## src/rtl/rxq_pkg.sv

```systemverilog
package rxq_pkg;

  // Strobes from the control block to the storage datapath
  typedef struct packed {
    logic push;          // write one entry into the queue
    logic pushFromBuf;   // written entry comes from the holding buffer
    logic pop;           // remove the head entry
    logic clr;           // empty the queue
    logic bufLoad;       // load the holding buffer
    logic bufFromShift;  // buffer loads from the shift stage, else from the arrival
    logic shiftLoad;     // load the shift stage from the arrival
    logic rdZero;        // read found nothing: return zero
  } rxq_strobe_t;

endpackage

```

## src/rtl/rxq_ctrl.sv

```systemverilog
module rxq_ctrl
  import rxq_pkg::*;
#(
  parameter int unsigned DEPTH = 4,
  localparam int unsigned CNT_W = $clog2(DEPTH + 1),
  localparam int unsigned IDX_W = $clog2(DEPTH)
) (
  input  logic             clk,
  input  logic             rstN,
  input  logic             charValid,
  input  logic             rxEnSet,
  input  logic             fifoClr,
  input  logic             rdStrobe,
  input  logic             limitToLevel,
  input  logic             stopAtFull,
  input  logic [IDX_W-1:0] fillLevel,
  output rxq_strobe_t      stb,
  output logic [IDX_W-1:0] wrIdx,
  output logic [CNT_W-1:0] count,
  output logic             bufFull,
  output logic             rxEn,
  output logic             overrun,
  output logic             rxIrq
);

  logic [CNT_W-1:0] level, cap, effCount, nextCount;
  logic accept, doPop, space, moveBuf, direct, drop;
  logic shiftFull, nextBuf, nextShift, nextAllFull, wasAbove, atLevel;

  always_comb begin
    level     = (fillLevel == '0) ? CNT_W'(DEPTH) : CNT_W'(fillLevel);
    cap       = limitToLevel ? level : CNT_W'(DEPTH);
    accept    = charValid && rxEn;
    doPop     = rdStrobe && (count != '0) && !fifoClr;
    effCount  = count - CNT_W'(doPop);
    space     = !fifoClr && (effCount < cap);
    moveBuf   = bufFull && space;
    direct    = accept && !bufFull && space;
    drop      = accept && bufFull && shiftFull && !moveBuf;

    stb             = '0;
    stb.clr         = fifoClr;
    stb.pop         = doPop;
    stb.rdZero      = rdStrobe && !doPop;
    stb.push        = moveBuf || direct;
    stb.pushFromBuf = moveBuf;

    nextBuf   = bufFull;
    nextShift = shiftFull;
    if (moveBuf) begin
      if (shiftFull) begin
        stb.bufLoad      = 1'b1;
        stb.bufFromShift = 1'b1;
        if (accept) stb.shiftLoad = 1'b1;
        else        nextShift     = 1'b0;
      end else if (accept) begin
        stb.bufLoad = 1'b1;
      end else begin
        nextBuf = 1'b0;
      end
    end else if (!bufFull) begin
      if (accept && !direct) begin
        stb.bufLoad = 1'b1;
        nextBuf     = 1'b1;
      end
    end else if (accept && !shiftFull) begin
      stb.shiftLoad = 1'b1;
      nextShift     = 1'b1;
    end

    nextCount   = fifoClr ? '0 : effCount + CNT_W'(stb.push);
    nextAllFull = (nextCount >= cap) && nextBuf && nextShift;
    wrIdx       = IDX_W'(effCount);
    atLevel     = (count >= level);
    rxIrq       = atLevel && !wasAbove;
  end

  always_ff @(posedge clk or negedge rstN) begin
    if (!rstN) begin
      count     <= '0;
      bufFull   <= 1'b0;
      shiftFull <= 1'b0;
      rxEn      <= 1'b0;
      overrun   <= 1'b0;
      wasAbove  <= 1'b0;
    end else begin
      count     <= nextCount;
      bufFull   <= nextBuf;
      shiftFull <= nextShift;
      wasAbove  <= atLevel;
      overrun   <= fifoClr ? 1'b0 : (overrun | drop);
      if (rxEnSet)                        rxEn <= 1'b1;
      else if (stopAtFull && nextAllFull) rxEn <= 1'b0;
    end
  end

  assert_count_bound_R4: assert property (@(posedge clk) disable iff (!rstN)
    count <= CNT_W'(DEPTH));
  assert_shift_behind_buf_R7: assert property (@(posedge clk) disable iff (!rstN)
    shiftFull |-> bufFull);
  assert_irq_single_R6: assert property (@(posedge clk) disable iff (!rstN)
    rxIrq |=> !rxIrq);
  assert_overrun_sticky_R10: assert property (@(posedge clk) disable iff (!rstN)
    overrun && !fifoClr |=> overrun);
  assert_autostop_only_full_R8: assert property (@(posedge clk) disable iff (!rstN)
    rxEn && !rxEnSet |=> rxEn || (bufFull && shiftFull));
  assert_clear_empties_R11: assert property (@(posedge clk) disable iff (!rstN)
    fifoClr |=> count == '0);
  assert_ignore_disabled_R2: assert property (@(posedge clk) disable iff (!rstN)
    !rxEn && !bufFull && !rdStrobe && !fifoClr |=> $stable(count));

endmodule

```

## src/rtl/rxq_datapath.sv

```systemverilog
module rxq_datapath
  import rxq_pkg::*;
#(
  parameter int unsigned DATA_W = 8,
  parameter int unsigned DEPTH  = 4,
  localparam int unsigned IDX_W = $clog2(DEPTH),
  localparam int unsigned ENT_W = DATA_W + 1
) (
  input  logic              clk,
  input  logic              rstN,
  input  rxq_strobe_t       stb,
  input  logic [IDX_W-1:0]  wrIdx,
  input  logic [DATA_W-1:0] charData,
  input  logic              charParErr,
  output logic [DATA_W-1:0] rdData,
  output logic              rdParErr
);

  // Entry layout: parity-error bit above the data
  logic [ENT_W-1:0] stage     [DEPTH];
  logic [ENT_W-1:0] stageNext [DEPTH];
  logic [ENT_W-1:0] bufReg, shiftReg, arrival, pushVal;

  assign arrival = {charParErr, charData};
  assign pushVal = stb.pushFromBuf ? bufReg : arrival;

  // Stage 0 is the read end; a pop moves every entry one step toward it
  always_comb begin
    for (int i = 0; i < DEPTH; i++) begin
      stageNext[i] = stage[i];
      if (stb.pop) stageNext[i] = (i == DEPTH - 1) ? '0 : stage[(i + 1) % DEPTH];
      if (stb.push && (wrIdx == IDX_W'(i))) stageNext[i] = pushVal;
      if (stb.clr) stageNext[i] = '0;
    end
  end

  always_ff @(posedge clk or negedge rstN) begin
    if (!rstN) begin
      for (int i = 0; i < DEPTH; i++) stage[i] <= '0;
      bufReg   <= '0;
      shiftReg <= '0;
      rdData   <= '0;
      rdParErr <= 1'b0;
    end else begin
      for (int i = 0; i < DEPTH; i++) stage[i] <= stageNext[i];
      if (stb.bufLoad)   bufReg   <= stb.bufFromShift ? shiftReg : arrival;
      if (stb.shiftLoad) shiftReg <= arrival;
      if (stb.pop)         {rdParErr, rdData} <= stage[0];
      else if (stb.rdZero) {rdParErr, rdData} <= '0;
    end
  end

  assert_empty_read_zero_R5: assert property (@(posedge clk) disable iff (!rstN)
    stb.rdZero && !stb.pop |=> (rdData == '0) && !rdParErr);
  assert_read_holds_R4: assert property (@(posedge clk) disable iff (!rstN)
    !stb.pop && !stb.rdZero |=> $stable(rdData) && $stable(rdParErr));

endmodule

```

## src/rtl/rx_char_queue.sv

```systemverilog
module rx_char_queue
  import rxq_pkg::*;
#(
  parameter int unsigned DATA_W = 8,
  parameter int unsigned DEPTH  = 4,
  localparam int unsigned CNT_W = $clog2(DEPTH + 1),
  localparam int unsigned IDX_W = $clog2(DEPTH)
) (
  input  logic              clk,
  input  logic              rstN,
  input  logic              charValid,
  input  logic [DATA_W-1:0] charData,
  input  logic              charParErr,
  input  logic              rxEnSet,
  input  logic              fifoClr,
  input  logic [IDX_W-1:0]  fillLevel,
  input  logic              limitToLevel,
  input  logic              stopAtFull,
  input  logic              rdStrobe,
  output logic [DATA_W-1:0] rdData,
  output logic              rdParErr,
  output logic [CNT_W-1:0]  fifoCount,
  output logic              bufFull,
  output logic              rxEn,
  output logic              overrun,
  output logic              rxIrq
);

  rxq_strobe_t      stb;
  logic [IDX_W-1:0] wrIdx;

  rxq_ctrl #(.DEPTH(DEPTH)) uCtrl (
    .clk(clk), .rstN(rstN), .charValid(charValid), .rxEnSet(rxEnSet),
    .fifoClr(fifoClr), .rdStrobe(rdStrobe), .limitToLevel(limitToLevel),
    .stopAtFull(stopAtFull), .fillLevel(fillLevel), .stb(stb), .wrIdx(wrIdx),
    .count(fifoCount), .bufFull(bufFull), .rxEn(rxEn), .overrun(overrun),
    .rxIrq(rxIrq)
  );

  rxq_datapath #(.DATA_W(DATA_W), .DEPTH(DEPTH)) uData (
    .clk(clk), .rstN(rstN), .stb(stb), .wrIdx(wrIdx), .charData(charData),
    .charParErr(charParErr), .rdData(rdData), .rdParErr(rdParErr)
  );

endmodule

```

## config.mk

```make
export PLATFORM = sky130hd
export DESIGN_NAME = rx_char_queue
export DESIGN_NICKNAME = d
export VERILOG_FILES = /design/src/rtl/rxq_pkg.sv /design/src/rtl/rxq_ctrl.sv /design/src/rtl/rxq_datapath.sv /design/src/rtl/rx_char_queue.sv
export SDC_FILE = /design/constraint.sdc
export NUM_CORES = 1
export LEC_CHECK = 0
export ABC_CLOCK_PERIOD_IN_PS = 4250
export CAP_MARGIN = 5
export CORE_MARGIN = 1
export CORE_UTILIZATION = 40
export DETAILED_ROUTE_END_ITERATION = 8
export REMOVE_ABC_BUFFERS = 1
export SYNTH_ARGS = -nofsm -noshare
export SYNTH_HDL_FRONTEND = slang
export SYNTH_SLANG_ARGS = --single-unit
```

## constraint.sdc

```tcl
create_clock -name clk -period 4.25 [get_ports clk]
set_input_delay 0.6375 -clock clk [delete_from_list [all_inputs] [get_ports clk]]
set_output_delay 0.6375 -clock clk [all_outputs]
set_load 0.01 [all_outputs]
```

==> results.md <==
- Type of the most critical hold path: in2async
- Clock tree from TritonCTS: done
- Largest net degree at the start of global routing: 57
- Postcts setup bufs: 0
- Category of the most critical setup path: in2reg
- Maximum capacitance violations: 0
- Gate family responsible for the most delay along the worst path: adder cells
- Endpoint type of the worst setup path: register
- Number of violations reported at the end of detailed-routing iteration 0: 90
- Worst reg2reg setup slack: between 0.4 and 0.5 ns
- DRT Wirelength: 6670 um
- Post-placement setup slack: -0.0429 ns
- Floorplan die area: 9620 um2
- CTS clk-pin slew, worst paths: 0.08 ns
- Post-Synth Simple-Gate Area: 10.8%
- Number of core rows: 34
- FMAX: 254 MHz
- RSZ-0062 raised after global routing: no
- Required time of the worst setup path: about 4.5 ns
- Die extent in y: just under 100 um
- Worst-case clock buffer depth: 2
- Synthesized flop and latch total: 71
- DRT met1 WL: between 3000 and 4000 um
- Global routing usage summed across all routing layers: 14.7%
- Fill count: between 800 and 900
- Commonest non-fill, non-tap cell in the layout: sky130_fd_sc_hd__dfrtp_1
- Share of the core filled with cells: 48.3%
- Crit-path max cell delay: 0.63 ns
- TritonRoute pass-1 iters: 7
- Clk Latency, worst-skew pair: between 0.3 and 0.4 ns
- Number of pins exceeding their max-slew limit in the final report: 0
- Vias per std cell: 5.13
- Worst R2R Path Depth: 16
- Routability-driven placement congestion ratio: 0.782
- Number of global-route vias before repair: 2312
- Tightest hold margin: around 0.21 ns
- CTS Hold Buffers Added: 0
- Combinational family with the most area after synthesis: multiplexers
- Final Hold Vio Count: 0
- Worst voltage drop across the vdd grid: roughly 0.24 mV
- Compound-Gate Fraction of Synth Area: 11.3%
- Setup violation total in the final timing report: 0
- CTS-repair resized insts: 0
- Number of inserted diodes: 0
- Crit-path cells: clkdlybuf4s50_1 > o31ai_4 > nor2_2 > ha_1 > ha_1 > xor2_1 > ha_1 > o221ai_2 > nand2_1 > nor2_1 > ha_1 > ha_1 > nor2b_1 > ha_1 > a211oi_1 > or4b_2 > o22a_1
- Setup TNS Final: 0 ns
- Synthesis warning total: 0
- DRT antenna net count: 0
- Core Area: roughly 9000 um2
- Die extent in x: 98.1 um
- Distinct cells, synth: 36
- Total CTS buffers: 9
- Synth Instances: 334
- Number of buffer cells added on primary ports: 34
- Min cycle time layout: 3.93 ns
- Multiplexer area fraction after synthesis: 19.8%
- Area share of xor/xnor cells in the synthesized design: 0.474%
- Root buf cell: sky130_fd_sc_hd__clkbuf_8
- Total overflow reported by the global router: 0
- Result of the run: finished with violations
- Initial core utilization: 41.7%
- Length of routed met3 wiring: about 170 um
- Cell mode on critical path: sky130_fd_sc_hd__ha_1
- Crit path depth: 17
- Worst clock skew: 0.00905 ns
- Crit path DAT: 4.16 ns
- Vias after detailed routing: 2454
- Share of the cycle needed by the critical path after routing: 92.5%
- Violations in the final reports: DRC
- Average instance area after synthesis: 11.1 um2
- Adder-Cell Fraction of Synth Area: 3.73%
- Wire length of the first global-routing pass: 11300 um
- Synth Cell Area: 3690 um2
- Slew Limit Headroom: 52.7%
- Most frequent cells in the layout: sky130_fd_sc_hd__dfrtp_1 (71), sky130_fd_sc_hd__mux2_2 (45), sky130_fd_sc_hd__nor2_1 (37)
- Critical Path Slowest Stage Cell: sky130_fd_sc_hd__or4b_2
- Total clock sinks: 71
- HPWL Detailed: ~4700 um
- Wire per inst: approximately 14 um
- Final layout net count: between 300 and 400
- Highest metal layer with signal wires: met4
- Count of boundary I/O pins: 35
- H-tree levels: 3
- Worst Max-Slew Pin Slew: 0.709 ns
- Worst path bufs/invs: 1
- Area growth from synthesis to final layout: 15.8%
- Leak pwr: 1.93 nW
- Crit-path max FO: 2
- Tot Pwr: 2.65 mW
- Layout cell share with drive strength beyond 1: roughly 24%
- Share of synthesized area occupied by flip-flops and latches: 48.1%
- Final worst slack: around 0.32 ns
- Antenna violations before repair: 0
- Areal power density over the cells: 620 nW/um2
- Startpoint types: input pin
- Detail Route met2 WL: approximately 2900 um
- Number of DRC violations after detailed routing: 3
-- routing by layer --
| layer | vias to the layer above | global-route usage [%] |
|---|---|---|
| li1 | 1247 | - |
| met1 | 1157 | 20.4 |
| met2 | 40 | 22.0 |
| met3 | 10 | 2.43 |
| met4 | 0 | 7.69 |
| met5 | - | 0 |
-- final timing paths --
path | start | end
setup / recovery | rdStrobe | uCtrl.rxEn$_DFFE_PN0P_
hold / removal | rstN | uCtrl.count[1]$_DFF_PN0_
setup reg to reg | uCtrl.count[2]$_DFF_PN0_ | uCtrl.rxEn$_DFFE_PN0P_
hold reg to reg | uData.stage[27]$_DFFE_PN0P_ | uData.rdData[0]$_DFFE_PN0P_
max in group asynchronous | rstN | uData.stage[29]$_DFFE_PN0P_
min in group clk | uData.stage[27]$_DFFE_PN0P_ | uData.rdData[0]$_DFFE_PN0P_
-- stage by stage --
step | area (um2) | std cells
CTS | 4280 | 478
global placement | 4100 | 462
floorplan | 3550 | 311
global route | 4280 | 478
detailed placement | 4100 | 462
finish | 4280 | 478
-- final cells by class --
type	instances	area, um2	area share (%)
Clock buffer	11	141	3.31
Clock inverter	5	33.8	0.790
Inverter	19	71.3	1.67
Multi-Input combinational cell	221	1720	40.1
Sequential cell	71	1780	41.5
Tap cell	108	135	3.16
Timing Repair Buffer	43	403	9.42
-- logic make-up (layout without fill, tap and decap cells) --
kind of cell	count (synthesis)	in the layout
DFF	71	71
AOI/OAI and AO/OA	62	62
adders and majority gates	11	11
muxes	63	63
buffers and inverters	42	78
xor gates and xnor gates	2	2
and+or+nand+nor	83	83
-- sequential cells by signal, indices dropped and copies added, names as in the netlist, 3 cells and up --
| signal | flops |
|---|---|
| uData.rdData | 8 |
| uData.stage | 36 |
| uData.bufReg | 9 |
| uData.shiftReg | 9 |
| uCtrl.count | 3 |
-- report_power, final --
group / internal [mW] / switching [mW] / leakage, nW
Sequential: 0.887 / 0.129 / 0.929
Combinational: 0.595 / 0.553 / 0.915
Clock: 0.227 / 0.261 / 0.0853
Total: 1.71 / 0.943 / 1.93
-- synth_stat cells, drive strengths merged --
master / n / area [um2]
nand3: 12 / 60.1
o221ai: 1 / 15.0
dfrtp: 71 / 1780
nor3: 2 / 10.0
a21oi: 6 / 30.0
xor2: 1 / 8.76
nor2: 38 / 145
o31ai: 1 / 7.51
o21ai: 18 / 90.1
a221oi: 1 / 8.76
buf: 14 / 108
nand2b: 3 / 18.8
and3: 3 / 22.5
xnor2: 1 / 8.76
mux2i: 9 / 90.1
a21o: 2 / 15.0
a32o: 1 / 10.0
a31oi: 2 / 12.5
nand4: 2 / 33.8
ha: 11 / 138
and3b: 1 / 8.76
a211oi: 28 / 210
nor2b: 3 / 18.8
or4b: 1 / 10.0
o22a: 2 / 17.5
clkbuf: 9 / 36.3
or2: 1 / 6.26
nand2: 17 / 63.8
mux2: 54 / 642
inv: 19 / 71.3
Power figures use the tool's default switching activity.
